<file path="src/rtl/smt_fetch_sel.sv">
module smt_fetch_sel #(
  parameter int NT = 4,
  parameter int PCW = 32,
  parameter int AW = 32,
  parameter int CNTW = 4,
  parameter int FETCH_BYTES = 16,
  parameter logic [PCW-1:0] BOOT_PC = 'h1000,
  parameter logic [PCW-1:0] PC_STRIDE = 'h1000
) (
  input  logic                  clk,
  input  logic                  rst_n,
  input  logic                  mode_rr,
  input  logic [NT-1:0]         thread_en,
  input  logic [NT-1:0]         stall,
  input  logic [NT-1:0]         flush,
  input  logic [NT-1:0]         retire,
  input  logic [NT-1:0]         redirect,
  input  logic [NT*PCW-1:0]     redirect_pc,
  input  logic [NT-1:0]         sleep_req,
  input  logic [AW-1:0]         sleep_addr,
  input  logic                  store_vld,
  input  logic [AW-1:0]         store_addr,
  output logic                  fetch_vld,
  output logic [NT-1:0]         fetch_grant,
  output logic [$clog2(NT)-1:0] fetch_tid,
  output logic [PCW-1:0]        fetch_pc,
  output logic [NT*CNTW-1:0]    inflight
);
  localparam int TW = $clog2(NT);
  localparam logic [CNTW-1:0] CMAX = '1;

  logic [PCW-1:0]  pc_q    [NT];
  logic [CNTW-1:0] cnt_q   [NT];
  logic [AW-1:0]   watch_q [NT];
  logic [NT-1:0]   asleep_q;
  logic [TW-1:0]   last_q;
  logic [NT-1:0]   elig;
  logic [TW-1:0]   sel;
  logic            found;

  always_comb begin
    for (int t = 0; t < NT; t++)
      elig[t] = thread_en[t] & ~stall[t] & ~flush[t] & ~redirect[t] &
                ~asleep_q[t] & (cnt_q[t] != CMAX);
  end

  always_comb begin
    logic [TW-1:0]   idx;
    logic [CNTW-1:0] best;
    found = 1'b0;
    sel   = '0;
    best  = '1;
    idx   = '0;
    for (int k = 1; k <= NT; k++) begin
      idx = TW'((int'(last_q) + k) % NT);
      if (elig[idx] && (!found || (!mode_rr && cnt_q[idx] < best))) begin
        found = 1'b1;
        sel   = idx;
        best  = cnt_q[idx];
      end
    end
  end

  assign fetch_vld   = found;
  assign fetch_tid   = found ? sel : '0;
  assign fetch_grant = found ? (NT'(1) << sel) : '0;
  assign fetch_pc    = found ? pc_q[sel] : '0;

  for (genvar g = 0; g < NT; g++) begin : g_out
    assign inflight[g*CNTW +: CNTW] = cnt_q[g];
  end

  always_ff @(posedge clk or negedge rst_n) begin
    if (!rst_n) begin
      last_q   <= TW'(NT - 1);
      asleep_q <= '0;
      for (int t = 0; t < NT; t++) begin
        pc_q[t]    <= BOOT_PC + PCW'(t) * PC_STRIDE;
        cnt_q[t]   <= '0;
        watch_q[t] <= '0;
      end
    end else begin
      if (found) last_q <= sel;
      for (int t = 0; t < NT; t++) begin
        if (redirect[t])
          pc_q[t] <= redirect_pc[t*PCW +: PCW];
        else if (fetch_grant[t])
          pc_q[t] <= pc_q[t] + PCW'(FETCH_BYTES);

        if (flush[t])
          cnt_q[t] <= '0;
        else
          cnt_q[t] <= cnt_q[t] + CNTW'(fetch_grant[t])
                      - CNTW'(retire[t] && cnt_q[t] != '0);

        if (sleep_req[t]) begin
          asleep_q[t] <= 1'b1;
          watch_q[t]  <= sleep_addr;
        end else if (store_vld && asleep_q[t] && watch_q[t] == store_addr) begin
          asleep_q[t] <= 1'b0;
        end
      end
    end
  end
endmodule

</file>
<file path="config.mk">
export PLATFORM = sky130hd
export DESIGN_NAME = smt_fetch_sel
export DESIGN_NICKNAME = d
export VERILOG_FILES = /design/src/rtl/smt_fetch_sel.sv
export SDC_FILE = /design/constraint.sdc
export NUM_CORES = 1
export LEC_CHECK = 0
export ABC_AREA = 1
export BUFFER_PORTS_ARGS = -buffer_cell sky130_fd_sc_hd__clkbuf_2
export CORE_MARGIN = 4
export CORE_UTILIZATION = 50
export CTS_CLUSTER_SIZE = 14
export DETAILED_ROUTE_END_ITERATION = 8
export GPL_ROUTABILITY_DRIVEN = 0
export PLACE_DENSITY = 0.71
export RECOVER_POWER = 25
export SLEW_MARGIN = 20
export SYNTH_ARGS = -nofsm -noshare
export SYNTH_HDL_FRONTEND = slang
export SYNTH_SLANG_ARGS = --single-unit
</file>
<file path="constraint.sdc">
create_clock -name clk -period 8.9 [get_ports clk]
set_input_delay 0.89 -clock clk [delete_from_list [all_inputs] [get_ports clk]]
set_output_delay 0.89 -clock clk [all_outputs]
set_load 0.05 [all_outputs]
</file>
### Word-level counts from Yosys, hierarchy flattened

Cells that the tools add are included.
Widths: inputs -> output; s select.

* register bits: 278
* input bits: 220
* output and inout port bits: 55
* word-level logic and storage cells: 189

* add/subtract/negate cells: 16
* order comparisons: 12
* equal/unequal tests: 8
* shift operators: 1
* mux-type cells: 57
* bitwise operators: 41
* reductions and logical operators: 37

Operators with widths (number)
* $mux 32: 11
* $add 32x5->32 const B: 4
* $eq 32x32->1: 4
* $bmux 32 s2: 1
* $mux 4: 16
* $bmux 4 s2: 4
* $and 1x1->1: 20
* $logic_and 1x1->1: 18
* $add 4x1->4: 4
* $mux 1: 16
* $ne 4x4->1 const B: 4
* $not 1->1: 16
* $reduce_bool 2->1: 8
* $reduce_bool 4->1: 4
* $sub 4x1->4: 4
* $ge 3x3->1 const B: 5
* $not 2->3: 5
* $lt 2x3->1 const B: 4
* $lt 4x4->1: 3
* $mux 2: 5
* $bmux 1 s2: 4
* $add 2x1->2 const B: 2
* $add 2x2->2 const B: 2
* $logic_not 1->1: 4
* 2 further kinds: 4

### Logic depth before layout (Yosys ltp)

* depth in word-level cells: 29
* depth in mapped cells: 44
* depth with buffers taken out: 42

### Worst setup path after synthesis

Ideal clock, no wire load.

* kind: input port to output port
* start point: input port redirect[3]
* end point: output port fetch_pc[22]
* data arrival time: 6264 ps
* required time: 8010 ps
* setup slack: 1746 ps
* stages on the path: 34
* buffers on the path: 3
* path through: buf_2 -> inv_2 -> nand3b_1 -> o21ai_0 -> nand3_1 -> inv_1 -> nand2_1 -> a22oi_1 -> ha_1 -> a211o_1 -> inv_1 -> nand2_1 -> nand2_2 -> nand2_4 -> o21ai_0 -> ha_1 -> a211o_1 -> inv_1 -> nand2_1 -> nand2_1 -> nand2_1 -> buf_2 -> nand2_1 -> o21ai_0 -> ha_1 -> a211o_1 -> inv_1 -> nand2_1 -> nand2_2 -> nand2_2 -> o21ai_2 -> buf_2 -> nand3_1 -> a21oi_1

* word-level cells in the longest chain between the ends: 27
* elaborated cells between the ends (all ways): 43
* classes of those cells: 3 x order compare; 23 x mux; 5 x bitwise; 12 x reduce/logical

RTL lines
* from (decl): line 17 `input logic [NT-1:0] redirect,`
* $not 1->1 (*): line 43 `elig[t] = thread_en[t] & ~stall[t] & ~flush[t] & ~redirect[t] &`
* $and 1x1->1 (*) (2 in series): line 43
* $and 1x1->1 (*): line 44 `~asleep_q[t] & (cnt_q[t] != CMAX);`
* $bmux 1 s2: line 56 `if (elig[idx] && (!found || (!mode_rr && cnt_q[idx] < best))) begin`
* $mux 1 (implied by the code): line 56
* $mux 4: line 56
* $lt 4x4->1: line 56
* $logic_and 1x1->1: line 56
* (+9 left out)
* $logic_and 1x1->1: line 56
* $logic_or 1x1->1: line 56
* $logic_and 1x1->1: line 56
* $mux 2: line 56
* $not 2->3 (implied by the code): line 67 `assign fetch_pc = found ? pc_q[sel] : '0;`
* $bmux 32 s2: line 67
* $mux 32 (implied by the code) (2 in series): line 67
* $mux 32 (*): line 67
* to (decl): line 26 `output logic [PCW-1:0] fetch_pc,`

Mark *: on every way between the ends. The rest lies on a longest branch, timed or not. The select of a mux whose other input is x is not followed.

### Final worst setup path

* start point: register last_q[0]
* end point: output port fetch_pc[23]

* word-level cells in the longest chain between the ends: 26
* elaborated cells between the ends (all ways): 59
* classes of those cells: 4 x add/sub; 3 x order compare; 35 x mux; 5 x bitwise; 12 x reduce/logical

RTL lines
* from (decl): line 36 `logic [TW-1:0] last_q;`
* from (signal assigned): line 75 `last_q <= TW'(NT - 1);`
* from (signal assigned): line 83 `if (found) last_q <= sel;`
* $add 2x1->2: line 55 `idx = TW'((int'(last_q) + k) % NT);`
* $not 2->3 (implied by the code): line 59 `best = cnt_q[idx];`
* $bmux 4 s2: line 59
* $mux 4 (implied by the code) (2 in series): line 59
* $mux 4: line 56
* $lt 4x4->1: line 56
* $logic_and 1x1->1: line 56
* $logic_or 1x1->1: line 56
* (+8 left out)
* $logic_and 1x1->1: line 56
* $logic_or 1x1->1: line 56
* $logic_and 1x1->1: line 56
* $mux 2: line 56
* $not 2->3 (implied by the code): line 67
* $bmux 32 s2: line 67
* $mux 32 (implied by the code) (2 in series): line 67
* $mux 32 (*): line 67

Marks and branches as above.

==> reports/metrics.csv <==
stage;metric;value;unit
power;Pint;4068;uW
global_route;gr usage total;30.19;%
yosys;Unique masters post-synth;52;
setup_path;Required @ worst endpoint;8.01;ns
route;DR vias;18719;
setup_path;Critical Path Start Type;register;
clock_tree;postcts setup bufs;0;
timing;Slew Limit Headroom;-291.3;%
timing;worst hold slack;0.4829;ns
power;PD cells;455.1;mW/mm2
clock_tree;CTS sink count;278;
setup_path;crit path max fanout;39;
final_layout;Layout area overhead;15.26;%
yosys;post-synthesis sequential area ratio;38.36;%
yosys;Syn Nets;2886;
final_layout;Design Area, Final;0.02093;mm2
die;Core Region;0.03566;mm2
min_path;HP Start;pc_q[7];
setup_path;FF-to-FF setup slack;1.39;ns
route;DR DRC count;0;
clock_tree;TritonCTS clock tree;built;
timing;Final Max Slew Viols;428;
power;Flop pwr share;22.0;%
die;row cnt;69;
yosys;count leader, synth;nand2_1;
timing;final worst path period share;92.70;%
route;DR iter-0 viols;1831;
placement;dpl cell area;0.01980;mm2
placement;I/O Buffers;274;
setup_path;slowest cell on the critical path;dfstp_2;
global_route;initial antenna violation count;1;
timing;Min Clock Period, post-route;8.250;ns
status;status;finished, violations left;
setup_path;CP most frequent cell;nand2_1;
global_route;pin count of the biggest net entering global routing;99;
yosys;synthesized area per cell;6.914;um2
placement;Final HPWL DP;44870;um
clock_tree;Clock Tree Buf Depth;3;
min_path;Min-Delay Path Class;reg2reg;
timing;skew final;0.02585;ns
timing;Max Freq;0.1212;GHz
power;leakage;0.01081;uW
yosys;area leader, netlist;dfrtp_1;
yosys;number of synthesized register bits;278;
min_path;Hold Path End;pc_q[7];
power;Sw Share;57.30;%
setup_path;CP peak stage delay;0.91;ns
die;die width;198.6;um
yosys;Post-synth top cells;897 x nand2_1, 278 x nand3_1, 276 x inv_1;
yosys;EDFF count, synth;0;
setup_path;Worst Path Arrival;7.36;ns
status;failing checks;capacitance limit, slew limit;
route;WL final;60290;um
clock_tree;hold buffers post-CTS;0;
timing;worst slew pin tran;5.869;ns
yosys;Post-Syn Instances;2626;
die;I/O pin cnt;275;
power;combinational power share;62.9;%
setup_path;cell family with most CP delay;compound AO/OA/AOI/OAI gates;
clock_tree;H-tree depth;2;
timing;final setup fails;0;
global_route;Overflow after GRT;0;
die;die area;0.03943;mm2
route;first drt pass iteration count;6;
yosys;main area contributors after synthesis;dfrtp_1 37%, nand2_1 19%, nand3_1 7.7%;
setup_path;Crit Path Category;reg2out;
die;Starting Density;50.92;%
clock_tree;CTS Buf Count;35;
yosys;Yosys Warn Count;0;
yosys;Post-synth ARST share;100.0;%
route;DRT antenna net count;0;
clock_tree;CTS resizes;0;
setup_path;Crit Reg-Reg Endpoint;inflight[6];
setup_path;WP buf/inv;7;
yosys;post-synth top area share;37.35;%
final_layout;ant diodes;0;
clock_tree;Clock transition at path regs;0.06;ns
flow_run;MaxCap Viol Count;8;
power;Switch Pwr;5458;uW
setup_path;reg2reg start;last_q[0];
final_layout;share of cells above drive strength 1;13.22;%
route;Routed wire per std cell;18.12;um
setup_path;R2R depth;34;
setup_path;CP endpoint kind;output pin;
timing;Fin. Hold Viols;0;
yosys;Cell Area, Synth;0.01816;mm2
global_route;first-pass GRT wire length;94920;um
power;Worst VDD drop;523.3;uV
die;die height;198.6;um
min_path;worst hold path depth;2;
yosys;Top FF cell, synth;dfrtp_1;
clock_tree;clk_lat worst skew;0.56;ns
power;Clk network pwr share;15.2;%
global_route;vias in the first global route;17754;
route;Via density;5.625;
clock_tree;CTS Root Cell;clkbuf_16;
final_layout;final net count;3100;
cell type report:
type / count / area, um2
clock buffers: 54 / 1008
clock inverters: 10 / 140.1
fillers: 3356 / 14730
inverters: 282 / 1059
multi-input cells: 1941 / 9599
flip-flops and latches: 278 / 6965
well taps: 461 / 576.8
repair buffers: 302 / 1580
routing by layer:
layer	GRT usage, %	part of all wire, %
met2	45.42	43
met3	6.961	9.6
met1	42.72	43
met5	0	0.033
met4	11.30	3.9
cell usage in the layout, fill, tap and decap left out, types with 4 or more instances in the layout:
cell type and instances:
o22ai_1 15, nand2_4 5, a21oi_1 70, and3_1 4, o31ai_1 7, clkbuf_16 36, nand3b_1 5, a21boi_0 18
clkbuf_1 25, clkbuf_8 4, nor2_2 4, o2111ai_1 20, o211ai_1 4, nand2_2 10, a21o_1 5, xnor2_1 22
nor2_1 91, o21ai_1 42, nand4_1 17, inv_1 277, xor2_1 71, dfstp_2 7, dfrtp_1 271, a221oi_1 6
a31oi_1 17, fa_1 4, nand3_1 277, buf_4 21, o21ai_0 195, clkbuf_2 268, ha_1 36, nor4_1 15
nor3_1 58, nand2_1 896, clkinv_2 5
cells by family (layout without fill, tap and decap cells):
| family | after synthesis | in the layout | synth area share (%) |
|---|---|---|---|
| xor+xnor | 94 | 94 | 4.576 |
| buf+inv | 407 | 648 | 8.937 |
| fa+ha+maj | 40 | 40 | 2.922 |
| simple gates | 1393 | 1393 | 32.30 |
| compound gates | 414 | 414 | 12.91 |
| flops | 278 | 278 | 38.36 |
worst max path at each step:
stage	slack, ns	cells past startpoint	endpoint	start
6_report	0.65	33	fetch_pc[23]	last_q[0]
5_1_grt	-0.001	34	fetch_pc[23]	last_q[0]
4_1_cts	0.54	33	fetch_pc[22]	last_q[0]
3_5_place_dp	1.04	35	fetch_pc[22]	redirect[3]
3_3_place_gp	1.30	36	fetch_pc[30]	redirect[3]
2_1_floorplan	1.75	34	fetch_pc[22]	redirect[3]
flip-flops by register name, indices dropped and copies added (netlist names):
| name | count |
|---|---|
| asleep_q | 4 |
| inflight | 16 |
| pc_q | 128 |
| last_q | 2 |
| watch_q | 128 |
through the flow:
stage	total power (uW)	setup slack (ns)	instances	utilization (%)	setup TNS [ns]
global placement	7880	1.303	3264	55.54	0
detailed placement	7982	1.039	3264	55.54	0
CTS	9455	0.5395	3328	58.76	0
finish	9525	0.6500	3328	58.70	0
global route	10180	-0.001092	3328	58.70	-0.001092
floorplan	6398	1.746	2626	-	0
power groups by stage:
stage / registers, uW / logic (uW) / clock network, uW
floorplan: 1980 / 4420 / 0
finish: 2090 / 5990 / 1440
global placement: 2080 / 5810 / 0
CTS: 2070 / 5920 / 1470
global route: 2140 / 6520 / 1520
detailed placement: 2090 / 5900 / 0
worst register-to-register path, delay by kind of cell, from the launching register on:
kind	cells	cell delay [ns]
flops	1	0.91
compound gates	9	1.99
fa+ha+maj	5	1.65
simple gates	14	1.85
buf+inv	6	0.99
Note: power is estimated with default switching activity, not from simulation.
